[src/rtl/tef_pkg.sv]
// Package: shared sizes and default register offsets for the timer event
// flag bank. Assumes byte-wide data and a 6-bit register offset space.
package tef_pkg;
    localparam int TEF_NUM_CH   = 8;
    localparam int TEF_ADDR_W   = 6;
    localparam int TEF_DATA_W   = 8;
    localparam int TEF_CNT_OFS  = 'h04;
    localparam int TEF_FLAG_OFS = 'h0E;
    localparam int TEF_OVF_OFS  = 'h0F;
    localparam int TEF_CH_BASE  = 'h10;

    // Clear strobes for one flag, kept apart so the sources stay visible.
    typedef struct packed {
        logic w1c;
        logic fast;
    } tef_clr_t;
endpackage

[src/rtl/tef_access_decode.sv]
// Module: turns one bus access into per-flag clear requests.
// Assumes at most one access per cycle and NUM_CH <= DATA_W. Write-one
// clears need tmr_en or acc_en. Fast clears depend only on fast_clr and
// on the channel mode.
module tef_access_decode
    import tef_pkg::*;
#(
    parameter int NUM_CH   = TEF_NUM_CH,
    parameter int ADDR_W   = TEF_ADDR_W,
    parameter int DATA_W   = TEF_DATA_W,
    parameter int CNT_OFS  = TEF_CNT_OFS,
    parameter int FLAG_OFS = TEF_FLAG_OFS,
    parameter int OVF_OFS  = TEF_OVF_OFS,
    parameter int CH_BASE  = TEF_CH_BASE
) (
    input  logic [ADDR_W-1:0] bus_addr,
    input  logic              bus_rd,
    input  logic              bus_wr,
    input  logic [DATA_W-1:0] bus_wdata,
    input  logic              tmr_en,
    input  logic              acc_en,
    input  logic              fast_clr,
    input  logic [NUM_CH-1:0] chan_is_oc,
    output tef_clr_t          ch_clr [NUM_CH],
    output tef_clr_t          ovf_clr,
    output logic              sel_flag,
    output logic              sel_ovf
);
    localparam logic [ADDR_W-1:0] A_FLAG = ADDR_W'(FLAG_OFS);
    localparam logic [ADDR_W-1:0] A_OVF  = ADDR_W'(OVF_OFS);
    localparam logic [ADDR_W-1:0] A_CNT0 = ADDR_W'(CNT_OFS);
    localparam logic [ADDR_W-1:0] A_CNT1 = ADDR_W'(CNT_OFS + 1);
    localparam int                OVF_BIT = DATA_W - 1;

    logic clr_allowed;
    logic cnt_hit;

    // Purpose: address matches for the flag registers and the counter.
    always_comb begin
        clr_allowed = tmr_en | acc_en;
        sel_flag    = (bus_addr == A_FLAG);
        sel_ovf     = (bus_addr == A_OVF);
        cnt_hit     = (bus_addr == A_CNT0) || (bus_addr == A_CNT1);
    end

    // Purpose: clear requests for the overflow flag.
    always_comb begin
        ovf_clr.w1c  = bus_wr && sel_ovf && clr_allowed && bus_wdata[OVF_BIT];
        ovf_clr.fast = fast_clr && (bus_rd || bus_wr) && cnt_hit;
    end

    for (genvar n = 0; n < NUM_CH; n++) begin : g_ch
        localparam logic [ADDR_W-1:0] A_LO = ADDR_W'(CH_BASE + 2 * n);
        localparam logic [ADDR_W-1:0] A_HI = ADDR_W'(CH_BASE + 2 * n + 1);
        logic ch_hit;
        logic trig;

        // Purpose: clear requests for channel n; the mode picks read or write.
        always_comb begin
            ch_hit         = (bus_addr == A_LO) || (bus_addr == A_HI);
            trig           = chan_is_oc[n] ? bus_wr : bus_rd;
            ch_clr[n].w1c  = bus_wr && sel_flag && clr_allowed && bus_wdata[n];
            ch_clr[n].fast = fast_clr && ch_hit && trig;
        end
    end
endmodule

[src/rtl/tef_flag_cell.sv]
// Module: one sticky event flag. It is set by a pulse and cleared by either
// clear source. A set and a clear in the same cycle leave the flag set.
// Assumes a synchronous active-low reset.
module tef_flag_cell
    import tef_pkg::*;
(
    input  logic     clk,
    input  logic     rst_n,
    input  logic     set_i,
    input  tef_clr_t clr_i,
    output logic     flag_q
);
    // Purpose: set has priority over clear, and the flag holds otherwise.
    always_ff @(posedge clk) begin
        if (!rst_n)                       flag_q <= 1'b0;
        else if (set_i)                   flag_q <= 1'b1;
        else if (clr_i.w1c || clr_i.fast) flag_q <= 1'b0;
    end


    set_wins_chk: assert property (@(posedge clk) disable iff (!rst_n)
        set_i |=> flag_q);
endmodule

[src/rtl/tef_irq_merge.sv]
// Module: gates each flag with its enable and ORs the results into one
// active-high request. Purely combinational.
module tef_irq_merge #(
    parameter int NUM_CH = 8
) (
    input  logic [NUM_CH-1:0] chan_flags,
    input  logic [NUM_CH-1:0] chan_ie,
    input  logic              ovf_flag,
    input  logic              ovf_ie,
    output logic              irq
);
    // Purpose: combine the enabled flags into one request.
    always_comb irq = (|(chan_flags & chan_ie)) | (ovf_flag & ovf_ie);
endmodule

[src/rtl/tmr_event_flags.sv]
// Module: top of the timer event flag bank. Holds NUM_CH channel flags and
// one overflow flag, decodes bus accesses into clears, returns readback and
// raises a combined interrupt. Assumes one access per cycle.
module tmr_event_flags
    import tef_pkg::*;
#(
    parameter int NUM_CH   = TEF_NUM_CH,
    parameter int ADDR_W   = TEF_ADDR_W,
    parameter int DATA_W   = TEF_DATA_W,
    parameter int CNT_OFS  = TEF_CNT_OFS,
    parameter int FLAG_OFS = TEF_FLAG_OFS,
    parameter int OVF_OFS  = TEF_OVF_OFS,
    parameter int CH_BASE  = TEF_CH_BASE
) (
    input  logic              clk,
    input  logic              rst_n,
    input  logic [ADDR_W-1:0] bus_addr,
    input  logic              bus_rd,
    input  logic              bus_wr,
    input  logic [DATA_W-1:0] bus_wdata,
    output logic [DATA_W-1:0] bus_rdata,
    input  logic [NUM_CH-1:0] chan_evt,
    input  logic              ovf_evt,
    input  logic              tmr_en,
    input  logic              acc_en,
    input  logic              fast_clr,
    input  logic [NUM_CH-1:0] chan_is_oc,
    input  logic [NUM_CH-1:0] chan_ie,
    input  logic              ovf_ie,
    output logic [NUM_CH-1:0] chan_flags,
    output logic              ovf_flag,
    output logic              irq
);
    localparam int PAD_W = DATA_W - NUM_CH;

    tef_clr_t ch_clr [NUM_CH];
    tef_clr_t ovf_clr;
    logic     sel_flag;
    logic     sel_ovf;

    tef_access_decode #(
        .NUM_CH(NUM_CH), .ADDR_W(ADDR_W), .DATA_W(DATA_W),
        .CNT_OFS(CNT_OFS), .FLAG_OFS(FLAG_OFS), .OVF_OFS(OVF_OFS),
        .CH_BASE(CH_BASE)
    ) i_decode (
        .bus_addr  (bus_addr),
        .bus_rd    (bus_rd),
        .bus_wr    (bus_wr),
        .bus_wdata (bus_wdata),
        .tmr_en    (tmr_en),
        .acc_en    (acc_en),
        .fast_clr  (fast_clr),
        .chan_is_oc(chan_is_oc),
        .ch_clr    (ch_clr),
        .ovf_clr   (ovf_clr),
        .sel_flag  (sel_flag),
        .sel_ovf   (sel_ovf)
    );

    for (genvar n = 0; n < NUM_CH; n++) begin : g_flag
        tef_flag_cell i_cell (
            .clk   (clk),
            .rst_n (rst_n),
            .set_i (chan_evt[n]),
            .clr_i (ch_clr[n]),
            .flag_q(chan_flags[n])
        );
    end

    tef_flag_cell i_ovf_cell (
        .clk   (clk),
        .rst_n (rst_n),
        .set_i (ovf_evt),
        .clr_i (ovf_clr),
        .flag_q(ovf_flag)
    );

    tef_irq_merge #(.NUM_CH(NUM_CH)) i_irq (
        .chan_flags(chan_flags),
        .chan_ie   (chan_ie),
        .ovf_flag  (ovf_flag),
        .ovf_ie    (ovf_ie),
        .irq       (irq)
    );

    // Purpose: readback mux; returns 0 when no flag register is read.
    always_comb begin
        bus_rdata = '0;
        if (bus_rd && sel_flag) begin
            if (PAD_W > 0) bus_rdata = DATA_W'(chan_flags);
            else           bus_rdata = chan_flags[DATA_W-1:0];
        end else if (bus_rd && sel_ovf) begin
            bus_rdata[DATA_W-1] = ovf_flag;
        end
    end


    rd_flag_chk: assert property (@(posedge clk) disable iff (!rst_n)
        (bus_rd && bus_addr == ADDR_W'(FLAG_OFS)) |-> bus_rdata == DATA_W'(chan_flags));

    rd_ovf_chk: assert property (@(posedge clk) disable iff (!rst_n)
        (bus_rd && bus_addr == ADDR_W'(OVF_OFS)) |->
            (bus_rdata[DATA_W-2:0] == '0 && bus_rdata[DATA_W-1] == ovf_flag));

    no_w1c_off_chk: assert property (@(posedge clk) disable iff (!rst_n)
        (bus_wr && !tmr_en && !acc_en && !fast_clr) |=>
            ((chan_flags & $past(chan_flags)) == $past(chan_flags)
             && (ovf_flag || !$past(ovf_flag))));

    no_fast_off_chk: assert property (@(posedge clk) disable iff (!rst_n)
        (!fast_clr && !(bus_wr && (bus_addr == ADDR_W'(FLAG_OFS)
                                   || bus_addr == ADDR_W'(OVF_OFS)))) |=>
            ((chan_flags & $past(chan_flags)) == $past(chan_flags)
             && (ovf_flag || !$past(ovf_flag))));

    irq_src_chk: assert property (@(posedge clk) disable iff (!rst_n)
        irq |-> ((|(chan_flags & chan_ie)) || (ovf_flag && ovf_ie)));

    irq_req_chk: assert property (@(posedge clk) disable iff (!rst_n)
        ((|(chan_flags & chan_ie)) || (ovf_flag && ovf_ie)) |-> irq);
endmodule

[config.mk]
export PLATFORM = sky130hd
export DESIGN_NAME = tmr_event_flags
export DESIGN_NICKNAME = d
export VERILOG_FILES = /design/src/rtl/tef_pkg.sv /design/src/rtl/tef_access_decode.sv /design/src/rtl/tef_flag_cell.sv /design/src/rtl/tef_irq_merge.sv /design/src/rtl/tmr_event_flags.sv
export SDC_FILE = /design/constraint.sdc
export NUM_CORES = 1
export LEC_CHECK = 0
export ABC_AREA = 0
export BUFFER_PORTS_ARGS = -buffer_cell sky130_fd_sc_hd__buf_2
export CAP_MARGIN = 40
export CORE_MARGIN = 2
export CORE_UTILIZATION = 30
export CTS_CLUSTER_SIZE = 10
export DETAILED_ROUTE_END_ITERATION = 12
export SLEW_MARGIN = 40
export SYNTH_ARGS = -nofsm -noshare
export SYNTH_HDL_FRONTEND = slang
export SYNTH_SLANG_ARGS = --single-unit
[constraint.sdc]
create_clock -name clk -period 1.7 [get_ports clk]
set_input_delay 0.255 -clock clk [delete_from_list [all_inputs] [get_ports clk]]
set_output_delay 0.255 -clock clk [all_outputs]
set_load 0.01 [all_outputs]
Word level (Yosys, flattened, before mapping) --
Index checks and enable logic that the tools add are counted.
Word-level totals: bits of input ports 47, ROM bits 0, register bits after elaboration 9, bits in latches 0, word-level logic and storage cells 124, output and inout bits 18, bits in writable memories 0, memories 0
Operators by class: bitwise operators 4, magnitude comparators 0, shifts and indexed selects 0, multiply operators 0, multiplexer cells 29, reduce and logical (&&, ||, !) cells 62, equality and inequality tests 20, div/mod/pow operators 0, add/subtract/negate cells 0
Operators by type and width (number):
- 6-bit by 5-bit == test with 1-bit output, second input constant | 16
- 1-bit logical AND | 33
- 1-bit two-way mux | 28
- 1-bit logical OR | 19
- 2-bit nonzero test | 9
- 6-bit by 3-bit == test with 1-bit output, second input constant | 2
- 6-bit by 4-bit == test with 1-bit output, second input constant | 2
- 8-bit bitwise AND | 1
- 8-bit OR reduction | 1
- 7-bit two-way mux | 1
- 1-bit OR | 2
- 1-bit bitwise AND | 1

Logic depth before layout (Yosys ltp) --
word-level depth 7, gate-level depth with buffers 4, depth with buffers taken out 3

Modules after synthesis --
Synthesis repeated with hierarchy kept, for this count alone.
Unflattened totals: cell total of the unflattened synthesis 97, area, all modules 852.1 sq um
By module, submodules not included:
- tef_access_decode | sequential area each 0.0 sq um, times used 1, cells each 55, area each 384.1 sq um
- tef_flag_cell | sequential area each 20.0 sq um, times used 9, cells each 3, area each 40.0 sq um
- tmr_event_flags | sequential area each 0.0 sq um, times used 1, cells each 10, area each 61.3 sq um
- tef_irq_merge | sequential area each 0.0 sq um, times used 1, cells each 5, area each 46.3 sq um

Worst setup path after synthesis --
Ideal clock, no wire load.
kind input to register, start in bus_addr[5], end reg g_flag[1].i_cell.flag_q, required time 1.581 ns, arrival 1.475 ns, setup slack 0.106 ns, path buffers 1, stages 4, setup time 0.119 ns, cells stage by stage or3b_4 or4_4 buf_6 o221a_2
On the way: longest elaborated chain between the ends 6, elaborated cells between the ends (all ways) 11, those cells by class 3 x eq/ne; 8 x reduce/logical
RTL lines:
- start: declaration | line tmr_event_flags.sv:17 | input logic [ADDR_W-1:0] bus_addr,
- 6-bit by 4-bit == test with 1-bit output or 6-bit by 5-bit == test with 1-bit output (tied branches) | line tef_access_decode.sv:41, tef_access_decode.sv:60
- 1-bit logical AND or 1-bit logical OR (tied branches) | line tef_access_decode.sv:62, tef_access_decode.sv:60
- 1-bit logical AND, on equally long branches (2 in a row) | line tef_access_decode.sv:62, tef_access_decode.sv:63
- 1-bit logical OR (*) | line tef_flag_cell.sv:17 | else if (clr_i.w1c || clr_i.fast) flag_q <= 1'b0;
- 2-bit nonzero test (no line) (*)
- end signal: assignment | line tef_flag_cell.sv:15 | if (!rst_n) flag_q <= 1'b0;
- end signal: assignment | line tef_flag_cell.sv:16 | else if (set_i) flag_q <= 1'b1;
- end signal: assignment | line tef_flag_cell.sv:17
- end: declaration | line tef_flag_cell.sv:11 | output logic flag_q
Every way passes the cells marked *; elsewhere a longest branch is shown, timed or not. A chain may end at the register's enable or synchronous reset.

Worst setup path in the final report --
start in bus_addr[5], end out bus_rdata[7]
On the way: longest elaborated chain between the ends 4, elaborated cells between the ends (all ways) 6, those cells by class 2 x eq/ne; 2 x mux; 2 x reduce/logical
RTL lines:
- 6-bit by 4-bit == test with 1-bit output | line tef_access_decode.sv:42 | sel_ovf = (bus_addr == A_OVF);
- 1-bit logical AND | line tmr_event_flags.sv:92 | end else if (bus_rd && sel_ovf) begin
- 1-bit two-way mux | line tmr_event_flags.sv:92
- 1-bit two-way mux (*) | line tmr_event_flags.sv:89 | if (bus_rd && sel_flag) begin
- end: declaration | line tmr_event_flags.sv:21 | output logic [DATA_W-1:0] bus_rdata,
Marks and branches as above.

==> flow_summary.ini <==
[status]
status = finished clean

[finish]
design.final.nets = 191
nFillCells = 275
antenna_cells_inserted = 0
areaGrowthSynthToFinish_pct = 42.0
share_of_layout_cells_above_drive_strength_1 = 0.552
stdcell_count = 173
fin_util = 0.449

[timing]
finalWorstPathRequiredPeriod_ns = 1.61
timing.final.hold_violations = 0
worst_clock_skew_ns = 0
clock.fmax_ghz = 0.623
maxSlewViolCount = 0
hold_ws_ns = 0.236
total_negative_slack_ns = 0
timing_worst_slew_pin_value_ns = 0.296
slew_headroom = 0.800
finalSetupViolations = 0
timing.final.crit_share = 0.945
rsz_0062_raised_after_global_routing = false

[global_route]
pin_count_of_the_biggest_net_entering_global_routing = 18
grt_use_total = 0.162
grt_remaining_overflow = 0
vias_in_the_first_global_route = 799
grt_antenna_before_repair = 0
global_route_wire_length_before_repair_mm = 3.42

[hold_path]
min_from = chan_evt[7]
min_to = g_flag[7].i_cell.flag_q
worst_hold_check_path_type = in -> reg
holdPathStages = 3

[clock_network]
number_of_buffers_inserted_during_clock_tree_synthesis = 3
maximum_buffer_depth_of_the_clock_tree = 2
cts.sinks = 9
clock_pin_slew_reported_for_the_worst_setup_and_hold_paths_after_clock_tree_synthesis_ns = 0.07
clk_root_buffer_cell = sky130_fd_sc_hd__clkbuf_4
cts_tree = done
clock_network_latency_to_the_later_pin_of_the_worst_skew_pair_ns = 0.25
clock_tree.htree_level_count = 1

[synthesis]
cell_variety_after_synth = 32
share_of_the_synthesized_area_in_the_top_cell_type = 0.230
ys_seq_area_frac = 0.230
synthesis.yosys.warnings = 0
syn-num-nets = 131
synth_instances = 84
syn-cell-area_um2 = 783
postSynth.asyncResetShare = 0
ys_ff_latch = 9
edff_count_synth = 0
synth_most_common_cell = sky130_fd_sc_hd__nand2b_1
yosysTopAreaCell = sky130_fd_sc_hd__dfxtp_1
postSynth.topFlopCell = sky130_fd_sc_hd__dfxtp_1
yosys-top-cells-count = 10 x sky130_fd_sc_hd__nand2b_1, 9 x sky130_fd_sc_hd__dfxtp_1, 9 x sky130_fd_sc_hd__mux2i_1, 8 x sky130_fd_sc_hd__buf_4, 7 x sky130_fd_sc_hd__and3_1
postSynthAreaPerCell_um2 = 9.32
synth_top_cells_by_area = sky130_fd_sc_hd__dfxtp_1 23%, sky130_fd_sc_hd__mux2i_1 12%, sky130_fd_sc_hd__nand2b_1 8.0%

[run]
maxCapViolCount = 0

[floorplan]
top_level_ports = 65
core-area_mm2 = 0.00248
dieArea_mm2 = 0.00304
die-height_um = 55.1
std_cell_rows = 18
floorplan.initialDensity = 0.316
die_w_um = 55.1

[route]
drt_iter0_markers = 11
viasPerCell = 5.22
drt-pass1-iter-count = 4
antenna_viol_nets_final = 0
vias = 903
wirelength_mm = 2.34
route.detailed.drc = 0
route.detailed.wl_per_inst_um = 13.5

[worst_setup_path]
worst_setup_path_start_kind = input port
reg2reg_slack_ns = 0.87
category_of_the_most_critical_setup_path = in -> out
r2r_start = g_flag[1].i_cell.flag_q
worstPathCellList = buf_2, or3b_4, buf_4, nor4b_1, buf_2
timing.critical_path.slowest_stage_cell = sky130_fd_sc_hd__or3b_4
timing.rr.end = g_flag[1].i_cell.flag_q
worstSetupEndpointType = primary output
rr_worst_depth = 2
critical_path.startpoint = bus_addr[5]
cell_repeated_most_along_the_worst_path = sky130_fd_sc_hd__buf_2
critical_path_arrival_ns = 1.35
cp_data_required_time_ns = 1.44
crit_path_max_incr_delay_ns = 0.41
worst-path-max-fanout = 4

[placement]
place_inst = 169
place.port_buffers = 64
place_congestion = 0.772
dp_hpwl_mm = 1.96

[pwr]
p_total_mw = 0.595
static-leakage-power_nw = 0.577
worst_ir_drop_vdd_uv = 275
power_density_mw_per_mm2 = 535
==> layer usage <==
| metal | vias to the layer above | wire, um | track usage |
|---|---|---|---|
| li1 | 451 | - | - |
| met2 | 34 | 1140 | 0.274 |
| met5 | - | 0 | 0 |
| met1 | 416 | 1010 | 0.193 |
| met4 | 0 | 27 | 0.0976 |
| met3 | 2 | 157 | 0.0242 |
==> cell usage in the layout (no fill, tap or decap), drive strengths merged, types with 2 or more instances in the layout <==
cell type | synthesis | routed
or4 | 2 | 2
o221a | 7 | 7
nand2b | 10 | 10
dfxtp | 9 | 9
o31a | 6 | 6
buf | 9 | 67
and3 | 7 | 7
o41ai | 2 | 2
o41a | 2 | 2
clkbuf | 3 | 4
mux2i | 9 | 9
==> registers in the layout, indices dropped and copies added, names as in the netlist <==
name,count
i_ovf_cell.flag_q,1
g_flag.i_cell.flag_q,8
==> power breakdown <==
part / switching [mW] / total (mW) / internal, mW / leakage [nW]
Combinational: 0.0801 / 0.183 / 0.103 / 0.487
Sequential: 0.0170 / 0.243 / 0.227 / 0.0755
Clock: 0.0786 / 0.169 / 0.0905 / 0.0150
Total: 0.176 / 0.595 / 0.420 / 0.577
==> worst max-delay path by stage <==
stage,slack [ns],depth (start not counted),end
floorplan,0.11,4,g_flag[1].i_cell.flag_q
finish,0.09,5,bus_rdata[7]
global route,0.003,5,bus_rdata[7]
CTS,0.09,6,bus_rdata[4]
detailed placement,-0.02,4,g_flag[0].i_cell.flag_q
global placement,-0.006,4,g_flag[0].i_cell.flag_q
==> cell families after synthesis <==
family	share of synthesized area
AO/OA/AOI/OAI	0.299
buffers and inverters	0.110
AND/OR/NAND/NOR	0.246
multiplexers	0.115
flip-flops	0.230
==> final cells by class <==
cell class,instances,area [um2],share of cell area
inverters,1,3.75,0.00337
well taps,30,37.5,0.0337
multi-input cells,62,522,0.469
clock buffers,4,26.3,0.0236
repair buffers,67,343,0.308
flip-flops and latches,9,180,0.162
==> per-stage QoR <==
step | cell area, um2 | worst slack [ns]
floorplan | 783 | 0.106
global placement | 1080 | -0.00564
detailed placement | 1080 | -0.0195
CTS | 1110 | 0.0863
global route | 1110 | 0.00326
finish | 1110 | 0.0943
==> critical path: cells and delay by family <==
family / cells / cell delay, ns
buffers and inverters: 3 / 0.44
and+or+nand+nor: 2 / 0.65
==> repair_timing <==
item | CTS | global route
hold buffers | 0 | 0
endpoints found under the setup margin | 0 | 6
gates resized for setup | 0 | 1
setup buffers | 0 | 0
Power figures use the tool's default switching activity.
